[src/rtl/uptimer_pkg.sv]
package uptimer_pkg;

  localparam int unsigned AW     = 4;
  localparam int unsigned EVT_W  = 3;
  localparam int unsigned PSC_SEL_W = 3;

  localparam int unsigned EV_MATCH = 0;
  localparam int unsigned EV_OVF   = 1;
  localparam int unsigned EV_CAPT  = 2;

  typedef enum logic [AW-1:0] {
    RA_ID    = 4'd0,
    RA_STAT  = 4'd1,
    RA_IEN   = 4'd2,
    RA_WEN   = 4'd3,
    RA_CTRL  = 4'd4,
    RA_CNT   = 4'd5,
    RA_LOAD  = 4'd6,
    RA_TRIG  = 4'd7,
    RA_MATCH = 4'd8,
    RA_WPEND = 4'd9
  } reg_addr_e;

  // Field order is the software-visible bit layout, MSB first
  typedef struct packed {
    logic                 pin_in;
    logic                 cap_second;
    logic                 toggle;
    logic [1:0]           trig_mode;
    logic [1:0]           cap_mode;
    logic                 idle_lvl;
    logic                 cmp_en;
    logic                 psc_en;
    logic [PSC_SEL_W-1:0] psc_val;
    logic                 reload;
    logic                 run;
  } ctrl_t;

  localparam int unsigned CTRL_W = $bits(ctrl_t);

endpackage

[src/rtl/uptimer_psc.sv]
module uptimer_psc #(
  parameter int unsigned SEL_W = 3
) (
  input  logic             clk,
  input  logic             rst,
  input  logic             clr,
  input  logic             run,
  input  logic             en,
  input  logic [SEL_W-1:0] sel,
  output logic             tick
);
  localparam int unsigned PW = 2 ** SEL_W;

  logic [PW-1:0] pcnt_q;
  logic [PW-1:0] limit;

  // limit holds sel+1 low ones: the last phase of a 2^(sel+1) cycle
  always_comb begin
    limit = '0;
    for (int i = 0; i < PW; i++) begin
      if (i <= int'(sel)) limit[i] = 1'b1;
    end
  end

  wire wrap = (pcnt_q == limit);

  assign tick = run && (!en || wrap);

  always_ff @(posedge clk) begin
    if (rst || clr) begin
      pcnt_q <= '0;
    end else if (run && en) begin
      pcnt_q <= wrap ? '0 : pcnt_q + 1'b1;
    end
  end

endmodule

[src/rtl/uptimer_cnt.sv]
module uptimer_cnt #(
  parameter int unsigned W = 32
) (
  input  logic         clk,
  input  logic         rst,
  input  logic         tick,
  input  logic         reload,
  input  logic         cmp_en,
  input  logic         wr_cnt,
  input  logic [W-1:0] wr_val,
  input  logic         ld_now,
  input  logic [W-1:0] ld_val,
  input  logic [W-1:0] match_val,
  output logic [W-1:0] cnt_q,
  output logic         ovf,
  output logic         mat
);
  logic [W-1:0] nxt;

  assign ovf = tick && (&cnt_q);

  always_comb begin
    if (ovf) nxt = reload ? ld_val : '0;
    else     nxt = cnt_q + 1'b1;
  end

  assign mat = tick && cmp_en && (nxt == match_val);

  always_ff @(posedge clk) begin
    if (rst)         cnt_q <= '0;
    else if (wr_cnt) cnt_q <= wr_val;
    else if (ld_now) cnt_q <= ld_val;
    else if (tick)   cnt_q <= nxt;
  end

endmodule

[src/rtl/uptimer_irq.sv]
module uptimer_irq #(
  parameter int unsigned N = 3
) (
  input  logic         clk,
  input  logic         rst,
  input  logic [N-1:0] evt,
  input  logic [N-1:0] ien,
  input  logic [N-1:0] wen,
  input  logic         clr_we,
  input  logic [N-1:0] clr_mask,
  output logic [N-1:0] status_q,
  output logic         irq_o,
  output logic         wake_o
);
  logic [N-1:0] status_d;

  // a new event wins over a same-cycle clear
  always_comb begin
    status_d = status_q;
    if (clr_we) status_d = status_d & ~clr_mask;
    status_d = status_d | (evt & ien);
  end

  always_ff @(posedge clk) begin
    if (rst) begin
      status_q <= '0;
      irq_o    <= 1'b0;
      wake_o   <= 1'b0;
    end else begin
      status_q <= status_d;
      irq_o    <= |status_d;
      wake_o   <= |(evt & wen);
    end
  end

endmodule

[src/rtl/uptimer.sv]
module uptimer
  import uptimer_pkg::*;
#(
  parameter int unsigned CNT_W  = 32,
  parameter logic [7:0]  ID_VAL = 8'h21
) (
  input  logic              clk,
  input  logic              rst,
  input  logic              wr_en,
  input  logic [AW-1:0]     addr,
  input  logic [CNT_W-1:0]  wdata,
  output logic [CNT_W-1:0]  rdata,
  output logic              irq_o,
  output logic              wake_o
);
  ctrl_t            ctrl_q;
  logic [EVT_W-1:0] ien_q;
  logic [EVT_W-1:0] wen_q;
  logic [CNT_W-1:0] load_q;
  logic [CNT_W-1:0] match_q;
  logic [CNT_W-1:0] cnt_q;
  logic [EVT_W-1:0] status_q;
  logic             tick;
  logic             ovf;
  logic             mat;
  logic [EVT_W-1:0] evt;

  wire we_ctrl  = wr_en && (addr == RA_CTRL);
  wire we_cnt   = wr_en && (addr == RA_CNT);
  wire we_trig  = wr_en && (addr == RA_TRIG);
  wire we_stat  = wr_en && (addr == RA_STAT);

  logic ctl_run;
  logic ctl_reload;
  assign ctl_run    = ctrl_q.run;
  assign ctl_reload = ctrl_q.reload;

  always_ff @(posedge clk) begin
    if (rst) begin
      ctrl_q  <= '0;
      ien_q   <= '0;
      wen_q   <= '0;
      load_q  <= '0;
      match_q <= '0;
    end else begin
      if (we_ctrl)                           ctrl_q     <= ctrl_t'(wdata[CTRL_W-1:0]);
      else if (ovf && !ctrl_q.reload)        ctrl_q.run <= 1'b0;
      if (wr_en && addr == RA_IEN)           ien_q      <= wdata[EVT_W-1:0];
      if (wr_en && addr == RA_WEN)           wen_q      <= wdata[EVT_W-1:0];
      if (wr_en && addr == RA_LOAD)          load_q     <= wdata;
      if (wr_en && addr == RA_MATCH)         match_q    <= wdata;
    end
  end

  uptimer_psc #(.SEL_W(PSC_SEL_W)) u_psc (
    .clk  (clk),
    .rst  (rst),
    .clr  (we_ctrl),
    .run  (ctrl_q.run),
    .en   (ctrl_q.psc_en),
    .sel  (ctrl_q.psc_val),
    .tick (tick)
  );

  uptimer_cnt #(.W(CNT_W)) u_cnt (
    .clk       (clk),
    .rst       (rst),
    .tick      (tick),
    .reload    (ctrl_q.reload),
    .cmp_en    (ctrl_q.cmp_en),
    .wr_cnt    (we_cnt),
    .wr_val    (wdata),
    .ld_now    (we_trig),
    .ld_val    (load_q),
    .match_val (match_q),
    .cnt_q     (cnt_q),
    .ovf       (ovf),
    .mat       (mat)
  );

  // capture has no source pin in this block; its status bit is clear-only
  always_comb begin
    evt           = '0;
    evt[EV_MATCH] = mat;
    evt[EV_OVF]   = ovf;
  end

  uptimer_irq #(.N(EVT_W)) u_irq (
    .clk      (clk),
    .rst      (rst),
    .evt      (evt),
    .ien      (ien_q),
    .wen      (wen_q),
    .clr_we   (we_stat),
    .clr_mask (wdata[EVT_W-1:0]),
    .status_q (status_q),
    .irq_o    (irq_o),
    .wake_o   (wake_o)
  );

  always_ff @(posedge clk) begin
    if (rst) begin
      rdata <= '0;
    end else begin
      case (addr)
        RA_ID:    rdata <= CNT_W'(ID_VAL);
        RA_STAT:  rdata <= CNT_W'(status_q);
        RA_IEN:   rdata <= CNT_W'(ien_q);
        RA_WEN:   rdata <= CNT_W'(wen_q);
        RA_CTRL:  rdata <= CNT_W'(ctrl_q);
        RA_CNT:   rdata <= cnt_q;
        RA_LOAD:  rdata <= load_q;
        RA_TRIG:  rdata <= '1;
        RA_MATCH: rdata <= match_q;
        default:  rdata <= '0;
      endcase
    end
  end

endmodule

[config.mk]
export PLATFORM = sky130hd
export DESIGN_NAME = uptimer
export DESIGN_NICKNAME = d
export VERILOG_FILES = /design/src/rtl/uptimer_pkg.sv /design/src/rtl/uptimer_psc.sv /design/src/rtl/uptimer_cnt.sv /design/src/rtl/uptimer_irq.sv /design/src/rtl/uptimer.sv
export SDC_FILE = /design/constraint.sdc
export NUM_CORES = 1
export LEC_CHECK = 0
export BUFFER_PORTS_ARGS = -buffer_cell sky130_fd_sc_hd__buf_2
export CAP_MARGIN = 20
export CORE_MARGIN = 2
export CORE_UTILIZATION = 35
export CTS_CLUSTER_DIAMETER = 50
export DETAILED_ROUTE_END_ITERATION = 6
export SLEW_MARGIN = 15
export SYNTH_ARGS = -nofsm -noshare
export SYNTH_HDL_FRONTEND = slang
export SYNTH_HIERARCHICAL = 1
export SYNTH_SLANG_ARGS = --single-unit
[constraint.sdc]
create_clock -name clk -period 5.5 [get_ports clk]
set_clock_uncertainty 0.2 [all_clocks]
set_input_delay 0.55 -clock clk [delete_from_list [all_inputs] [get_ports clk]]
set_output_delay 0.55 -clock clk [all_outputs]
set_load 0.1 [all_outputs]
==> flow_summary.yaml, run 1 <==
timing:
  finalCritPeriodShare_pct: 88.4
  setup_slack_ps: 637
  timing.setup.tns_ps: 0
  finalCriticalPeriod_ps: 4860
  hold_viol: 0
  rsz0062_at_grt: "no"
  clock.fmax_ghz: 0.206
  timing.final.max_slew_violations: 0
  slew_headroom_pct: 24.6
  worstMarginPinSlew_ps: 1130
  setup_violations: 0
grt:
  grt_usage_pct: 22.7
  grt_pass1_vias: 8081
  gr-total-overflow: 0
  grt_max_degree: 65
  antenna_found_initial: 0
  grt_pass1_wl_mm: 46.9
synth:
  ys_warn_count: 6
  postSynthCellCount: 1168
  synth_edf_count: 0
  syn_area_um2: 8770
  synth-seq-cells: 162
  synth.avg_cell_area_um2: 7.51
  ys.flop_type: "dfxtp_1"
  synth.distinct_cells: 72
  synth-seq-area-share_pct: 37.0
  async_reset_ff_share_pct: 0
setup_path:
  cp_slowest_stage_delay_ps: 580
  crit_arrival_ps: 5040
  crit_start: "ctrl_q[3]"
  critPathLaunchType: "flip-flop"
  cp_cell_sequence: "and4_1 > a22oi_1 > a211o_1 > o21ai_0 > and2_1 > and3_1 > and3_1 > and3_1 > buf_4 > nand2_1 > a31oi_1 > nand4_1 > or4_1 > nor4_2 > nand2_1 > a21oi_1 > or3_1"
  reg2reg_from: "ctrl_q[3]"
  reg2reg_depth: 17
  endpoint_kind: "flip-flop"
  criticalPathCategory: "reg -> reg"
  worst-path-max-fanout: 13
  rrSetupSlack_ps: 640
  cp_data_required_time_ps: 5670
  crit_slowest_cell: "or4_1"
  cp_common_cell: "and3_1"
  r2r_end: "u_irq/irq_o"
place:
  pre_cts_ws_ps: 699
  placed_area_um2: 9320
  portBuffers: 72
  gp_congestion: 0.922
  dpl.hpwl_mm: 20.6
detailed_routing:
  routed_via_density: 5.71
  dr_total_vias: 8762
  drt-total-wl_mm: 30.0
  drcViolationCount: 0
  ant_nets: 0
  drt_iter0_drc: 780
  avgRoutedWirePerCell_um: 19.6
  dr.pass1.iters: 5
hold_path:
  worst_hold_path.endpoint: "match_q[24]"
  min_path_cells: 3
  hold_start: "wdata[24]"
  hold_class: "in -> reg"
floorplanning:
  die_x_um: 162
  rows: 57
  design.die.area_um2: 26300
  die_h_um: 162
  start_util_pct: 35.8
  design.core.area_um2: 24500
  ios: 73
final_layout:
  fin_nets: 1238
  mostFrequentLayoutCells: "nand2_1, a21oi_1, dfxtp_1"
  design_area_um2: 9930
  insertedDiodeCount: 0
  mostFrequentLayoutCell: "nand2_1"
  drive_above_1_share_pct: 12.1
  syn2layout_area_growth_pct: 13.2
power_and_ir_drop:
  p_int_mw: 1.97
  irDropWorstVdd_mv: 0.191
  seqPwrFrac_pct: 45.4
  p_leak_nw: 3.45
  netSwitchingFraction_pct: 25.5
  p_switching_uw: 675
  clkPwrFrac_pct: 47.2
  power_density_nw_per_um2: 266
  comb_power_share_pct: 7.4
clocking:
  clock_path_buffers: 2
  ctsHoldBuffers: 0
  cts_resized: 0
  post_cts_buffers: 0
  cts_made_buffers: 17
  clk_latency_ps: 430
  h-tree-depth: 4
  cts_root_buf: "clkbuf_16"
  cts_tree: "done"
  clk_pin_slew_worst_paths_ps: 70
  clock-sinks: 162
run_status:
  status: "complete, no violations"
run:
  maxCapViolations: 0
==> sequential cells by signal (all words and copies together), names as in the netlist <==
name / cells
ctl_reload: 1
ctl_run: 1
ctrl_q: 13
ien_q: 3
load_q: 32
match_q: 32
rdata: 32
u_cnt/cnt_q: 32
u_irq/irq_o: 1
u_irq/status_q: 3
u_irq/wake_o: 1
u_psc/pcnt_q: 8
wen_q: 3
==> power groups by stage <==
stage	Clock, mW	Combinational, mW	Sequential, mW
3_3_place_gp	0	0.192	1.23
2_1_floorplan	0	0.104	1.24
5_1_grt	1.32	0.211	1.20
6_report	1.25	0.196	1.20
4_1_cts	1.27	0.193	1.20
3_5_place_dp	0	0.193	1.23
==> layout make-up <==
class	count	area (um2)
sequential	162	3240
fill	2522	14500
inverter	16	60.1
tap	324	405
multi-input combinational	907	5090
clock inverter	11	154
timing repair buffer	93	520
clock buffer	21	450
==> routing by layer <==
layer,up-vias,part of all wire [%],global-route usage (%)
met5,-,0,0
met4,0,2.3,6.96
li1,4190,-,-
met3,50,6.6,4.42
met1,4209,46,31.6
met2,313,45,35.6
==> cell usage after synthesis, drive strengths merged, types with 13 or more instances <==
master	number	area (um2)
nand2	253	950
a21oi	187	940
dfxtp	162	3240
nor2	86	325
clkbuf	44	165
buf	40	228
nor3	40	200
o211ai	32	240
xnor2	31	272
o21ai	22	110
nand4	20	144
nand3	18	108
xor2	18	158
mux2i	17	170
inv	14	52.6
and3	13	81.3
==> metrics by stage <==
stage / utilization, % / total power [mW] / hold WS [ps] / cells
2_1_floorplan: - / 1.35 / 234 / 1169
3_3_place_gp: 38.1 / 1.42 / 245 / 1502
3_5_place_dp: 38.1 / 1.42 / 249 / 1502
4_1_cts: 40.6 / 2.66 / 163 / 1534
5_1_grt: 40.6 / 2.73 / 170 / 1534
6_report: 40.6 / 2.64 / 179 / 1534
==> critical path: cells and delay by family, from the launching register on <==
kind | cells | cell delay, ps
flip-flops | 1 | 550
AND/OR/NAND/NOR | 11 | 2800
buffers and inverters | 1 | 280
AO/OA/AOI/OAI | 5 | 960
==> kinds of logic (layout without fill, tap and decap cells) <==
group	Yosys count	after routing	share of synthesized area (%)
other	1	2	0.0428
and+or+nand+nor	496	496	26.1
adders and majority gates	2	2	0.285
muxes	24	24	2.84
buffers and inverters	100	141	5.17
xor gates and xnor gates	49	49	4.89
DFF	162	162	37.0
AOI/OAI and AO/OA	334	334	23.6
==> how the worst max path moves through the flow <==
stage / end / slack, ps / cells after the start
finish: u_irq/irq_o / 640 / 17
global route: u_irq/irq_o / 340 / 17
CTS: u_irq/irq_o / 680 / 17
detailed placement: u_irq/irq_o / 700 / 17
global placement: u_irq/irq_o / 840 / 17
floorplan: u_irq/irq_o / 1530 / 18
No activity file was read; power rests on OpenSTA's default activity.
==> run 2, diff against run 1 <==
CORE_UTILIZATION = 45   (was 35)
==> flow_summary.yaml, run 2 (synthesis gave the netlist of run 1 again) <==
grt:
  grt_usage_pct: 28.8
  gr-total-overflow: 0
  grt_pass1_vias: 7737
  grt_pass1_wl_mm: 45.7
  grt_max_degree: 64
  antenna_found_initial: 0
detailed_routing:
  dr.pass1.iters: 5
  routed_via_density: 5.91
  dr_total_vias: 8698
  ant_nets: 0
  drt-total-wl_mm: 29.7
  drcViolationCount: 0
  drt_iter0_drc: 826
  avgRoutedWirePerCell_um: 20.2
clocking:
  post_cts_buffers: 0
  cts_tree: "done"
  cts_resized: 0
  clock_path_buffers: 2
  cts_made_buffers: 17
  clk_latency_ps: 440
  clock-sinks: 162
  h-tree-depth: 4
  clk_pin_slew_worst_paths_ps: 70
  ctsHoldBuffers: 0
  cts_root_buf: "clkbuf_16"
place:
  placed_area_um2: 9230
  pre_cts_ws_ps: 762
  place_inst: 1441
  dpl.hpwl_mm: 20.0
  portBuffers: 72
  gp_congestion: 0.978
floorplanning:
  design.core.area_um2: 19300
  design.die.area_um2: 20600
  rows: 51
  die_x_um: 144
  start_util_pct: 45.5
  die_h_um: 144
  ios: 73
timing:
  timing.setup.tns_ps: 0
  slew_headroom_pct: 29.2
  clock.fmax_ghz: 0.209
  hold_viol: 0
  finalCritPeriodShare_pct: 87.1
  setup_slack_ps: 707
  finalCriticalPeriod_ps: 4790
  timing.final.max_slew_violations: 0
  setup_violations: 0
  rsz0062_at_grt: "no"
  worstMarginPinSlew_ps: 1060
power_and_ir_drop:
  power_density_nw_per_um2: 273
  irDropWorstVdd_mv: 0.194
  p_leak_nw: 3.47
setup_path:
  crit_arrival_ps: 4970
  reg2reg_depth: 17
  crit_slowest_cell: "dfxtp_1"
  criticalPathCategory: "reg -> reg"
  cp_data_required_time_ps: 5680
  cp_cell_sequence: "and4_1 > a22oi_1 > a211o_1 > o21ai_0 > and2_1 > and3_1 > and3_1 > and3_1 > buf_4 > a21boi_0 > xnor2_1 > nor4_1 > nand4_1 > nor4_2 > nand2_1 > a21oi_1 > or3_1"
  cp_slowest_stage_delay_ps: 540
  endpoint_kind: "flip-flop"
  critPathLaunchType: "flip-flop"
  cp_common_cell: "and3_1"
  rrSetupSlack_ps: 710
  worst-path-max-fanout: 17
hold_path:
  min_path_cells: 3
  hold_class: "in -> reg"
final_layout:
  design_area_um2: 9860
  syn2layout_area_growth_pct: 12.5
  mostFrequentLayoutCells: "nand2_1, a21oi_1, dfxtp_1"
  layout.cells.non_filler: 1471
  insertedDiodeCount: 0
  post-route-util_pct: 51.2
  mostFrequentLayoutCell: "nand2_1"
  fin_nets: 1236
  drive_above_1_share_pct: 12.2
run_status:
  status: "complete, no violations"
run:
  maxCapViolations: 0
-- run 2: final timing paths --
| check | from | endpoint |
|---|---|---|
| hold reg to reg | ctrl_q[10] | ctrl_q[10] |
| setup reg to reg | ctrl_q[3] | u_irq/irq_o |
| setup / recovery | ctrl_q[3] | u_irq/irq_o |
| hold / removal | wdata[28] | match_q[28] |
-- run 2: critical path: cells and delay by family (launching register included) --
kind | cells | cell delay [ps]
compound gates | 5 | 980
xor+xnor | 1 | 150
flops | 1 | 540
simple gates | 10 | 2600
buf+inv | 1 | 270
-- run 2: layer usage --
metal | up-vias | part of all wire, % | track usage, % | wire (um)
met4 | 0 | 1.9 | 9.08 | 567
met5 | - | 0 | 0 | 0
met2 | 330 | 47 | 46.4 | 13800
met3 | 46 | 6.3 | 4.27 | 1870
li1 | 4191 | - | - | -
met1 | 4131 | 45 | 39.9 | 13400
-- run 2: area by class of cell --
class                           count  area [um2]
Fill cell                        1909        9410
Multi-Input combinational cell    907        5090
Sequential cell                   162        3240
Timing Repair Buffer               91         505
Clock buffer                       19         453
Tap cell                          265         332
Clock inverter                     11         178
Inverter                           16        60.1
-- run 2: metrics by stage --
step,hold slack (ps),power (mW)
4_1_cts,168,2.71
5_1_grt,176,2.77
3_3_place_gp,243,1.42
2_1_floorplan,234,1.35
6_report,176,2.69
3_5_place_dp,248,1.42
-- run 2: power by group --
part           leakage [nW]  switching (mW)  total [mW]  internal [mW]
clock                 0.310           0.515        1.30          0.784
combinational          1.85           0.145       0.196         0.0510
sequential             1.31          0.0133        1.20           1.19
total                  3.47           0.673        2.69           2.02
==> run 3, diff against run 2 <==
ABC_AREA = 1   (was not set)
==> flow_summary.yaml, run 3 <==
setup_path:
  cp_cell_sequence: "nand2_1 > nand3_1 > nand3_2 > nor2_4 > nand2_1 > a21boi_1 > buf_4 > nand3_1 > nor2_4 > nand3_4 > clkinv_2 > nand2_1 > nand3b_1 > nand2_1 > nor2_1 > nand2_1 > nor2_1 > nand2_1 > nor2_1 > nand2_1 > nand2_1 > nand2_2 > nand3_2"
  cp_data_required_time_ps: 5680
  path_buf_inv: 2
  cp.depth: 23
  reg2reg_depth: 23
  endpoint_kind: "flip-flop"
  crit_arrival_ps: 4020
  crit_slowest_cell: "dfxtp_1"
  rrSetupSlack_ps: 1660
  worst-path-max-fanout: 15
  cp_common_cell: "nand2_1"
  crit_end: "u_irq/irq_o"
  criticalPathCategory: "reg -> reg"
  crit_family: "simple AND/OR/NAND/NOR gates"
  r2r_end: "u_irq/irq_o"
  crit_start: "ctrl_q[4]"
  reg2reg_from: "ctrl_q[4]"
  critPathLaunchType: "flip-flop"
  cp_slowest_stage_delay_ps: 560
clocking:
  cts_resized: 0
  clk_pin_slew_worst_paths_ps: 70
  cts_root_buf: "clkbuf_16"
  post_cts_buffers: 0
  clk_latency_ps: 440
  h-tree-depth: 4
  ctsHoldBuffers: 0
  cts_made_buffers: 17
  cts_tree: "done"
  clock_path_buffers: 2
  clock-sinks: 162
detailed_routing:
  drcViolationCount: 0
  ant_nets: 0
  avgRoutedWirePerCell_um: 17.2
  drt_iter0_drc: 1072
  dr_total_vias: 10254
  routed_via_density: 5.44
  drt-total-wl_mm: 32.4
  dr.pass1.iters: 6
hold_path:
  min_path_cells: 3
  hold_start: "wdata[8]"
  hold_class: "in -> reg"
final_layout:
  insertedDiodeCount: 0
  fin_nets: 1639
  drive_above_1_share_pct: 11.1
  mostFrequentLayoutCell: "nand2_1"
  design_area_um2: 10700
  mostFrequentLayoutCells: "nand2_1, dfxtp_1, nand3_1"
  fill_cells: 2262
  syn2layout_area_growth_pct: 10.1
power_and_ir_drop:
  comb_power_share_pct: 9.3
  power_density_nw_per_um2: 246
  seqPwrFrac_pct: 46.3
  irDropWorstVdd_mv: 0.167
  p_int_mw: 1.88
  netSwitchingFraction_pct: 28.4
  power_mw: 2.63
  p_leak_nw: 4.53
  clkPwrFrac_pct: 44.4
  p_switching_uw: 746
place:
  dpl.hpwl_mm: 22.2
  gp_congestion: 0.988
  placed_area_um2: 10100
  portBuffers: 72
  pre_cts_ws_ps: 1710
grt:
  grt_usage_pct: 28.9
  grt_pass1_vias: 9121
  gr-total-overflow: 0
  grt_max_degree: 65
  antenna_found_initial: 0
  grt_pass1_wl_mm: 51.0
synth:
  ys_top_cells_by_area: "dfxtp_1, nand2_1, nand3_1, a21oi_1, nor2_1"
  synth_fa_ha_area_share_pct: 0.258
  synth.top_cell.area_share_pct: 33.4
  synth-seq-area-share_pct: 33.4
  synthTopCellsByCount: "nand2_1, dfxtp_1, nand3_1"
  synth_top_family_by_area: "simple AND/OR/NAND/NOR gates"
  postSynthCellCount: 1571
  syn_area_um2: 9700
  synth_compound_area_share_pct: 14.9
  ys.flop_type: "dfxtp_1"
  ys_warn_count: 6
  async_reset_ff_share_pct: 0
  synth.distinct_cells: 40
  synth_edf_count: 0
  synth-seq-cells: 162
  post-synth-top-count-cell: "nand2_1"
  synth.avg_cell_area_um2: 6.18
  synth_area_leader_cell: "dfxtp_1"
  yosys.area_share.simple_pct: 40.6
  synth_xor_area_share_pct: 1.08
  synth_mux_area_share_pct: 0
timing:
  worstMarginPinSlew_ps: 1000
  slew_headroom_pct: 33.3
  timing.setup.tns_ps: 0
  timing.final.max_slew_violations: 0
  finalCriticalPeriod_ps: 3840
  rsz0062_at_grt: "no"
  finalCritPeriodShare_pct: 69.9
  hold_viol: 0
  setup_slack_ps: 1660
  clock.fmax_ghz: 0.260
  setup_violations: 0
floorplanning:
  start_util_pct: 46.0
  die_x_um: 151
  rows: 53
  die_h_um: 151
  design.die.area_um2: 22800
  design.core.area_um2: 21100
  ios: 73
run:
  maxCapViolations: 0
run_status:
  status: "complete, no violations"
[run 3: cell count changes in the layout (fill, tap and decap cells not counted), moves of 16 or more]
cell      delta
nand3b_1    +18
o21ai_0     +68
nor2_1      +64
mux2i_1     -17
nand2_1    +247
a21oi_1     -42
o211ai_1    -18
nand2_2     +17
o21ai_1     +16
nor3_1      -39
inv_1      +118
nand3_1    +139
xnor2_1     -23
[run 3: worst min-delay path, delay by kind of cell]
kind | cells | cell delay [ps]
buffers and inverters | 1 | 130
AND/OR/NAND/NOR | 1 | 60
AO/OA/AOI/OAI | 1 | 50
[run 3: logic make-up (layout without fill, tap and decap cells)]
family | Yosys count | after routing
buf+inv | 222 | 259
xor+xnor | 12 | 12
compound gates | 275 | 275
flops | 162 | 162
simple gates | 897 | 897
other cells | 1 | 2
fa+ha+maj | 2 | 2
[run 3: worst min-delay path by stage]
| stage | slack (ps) | to |
|---|---|---|
| 2_1_floorplan | 220 | ctrl_q[11] |
| 5_1_grt | 190 | ctrl_q[8] |
| 3_3_place_gp | 240 | ctrl_q[13] |
| 4_1_cts | 190 | ctrl_q[8] |
| 6_report | 190 | ctrl_q[8] |
| 3_5_place_dp | 240 | ctrl_q[13] |
[run 3: stage by stage]
stage	hold WS (ps)	utilization (%)	std cells
finish	193	50.7	1884
global route	193	50.7	1884
CTS	187	50.7	1884
detailed placement	241	48.0	1854
global placement	244	48.0	1854
floorplan	225	-	1572
[run 3: cell type report]
cell class | count | area [um2] | share of cell area [%]
clock inverter | 13 | 128 | 1.19
timing repair buffer | 88 | 483 | 4.52
sequential | 162 | 3240 | 30.4
tap | 275 | 344 | 3.22
clock buffer | 17 | 425 | 3.98
multi-input combinational | 1188 | 5530 | 51.8
inverter | 141 | 531 | 4.96
[run 3: metal layers]
| layer | GRT usage, % | wire length, um |
|---|---|---|
| met5 | 0 | 0 |
| met4 | 7.52 | 595 |
| met3 | 4.49 | 2290 |
| met2 | 45.8 | 14500 |
| met1 | 41.2 | 15100 |
[run 3: power by group through the flow]
stage               logic (mW)  clock network, mW  registers (mW)
global placement         0.241                  0            1.24
global route             0.267               1.23            1.22
detailed placement       0.242                  0            1.24
floorplan                0.128                  0            1.27
CTS                      0.243               1.18            1.22
finish                   0.245               1.17            1.22
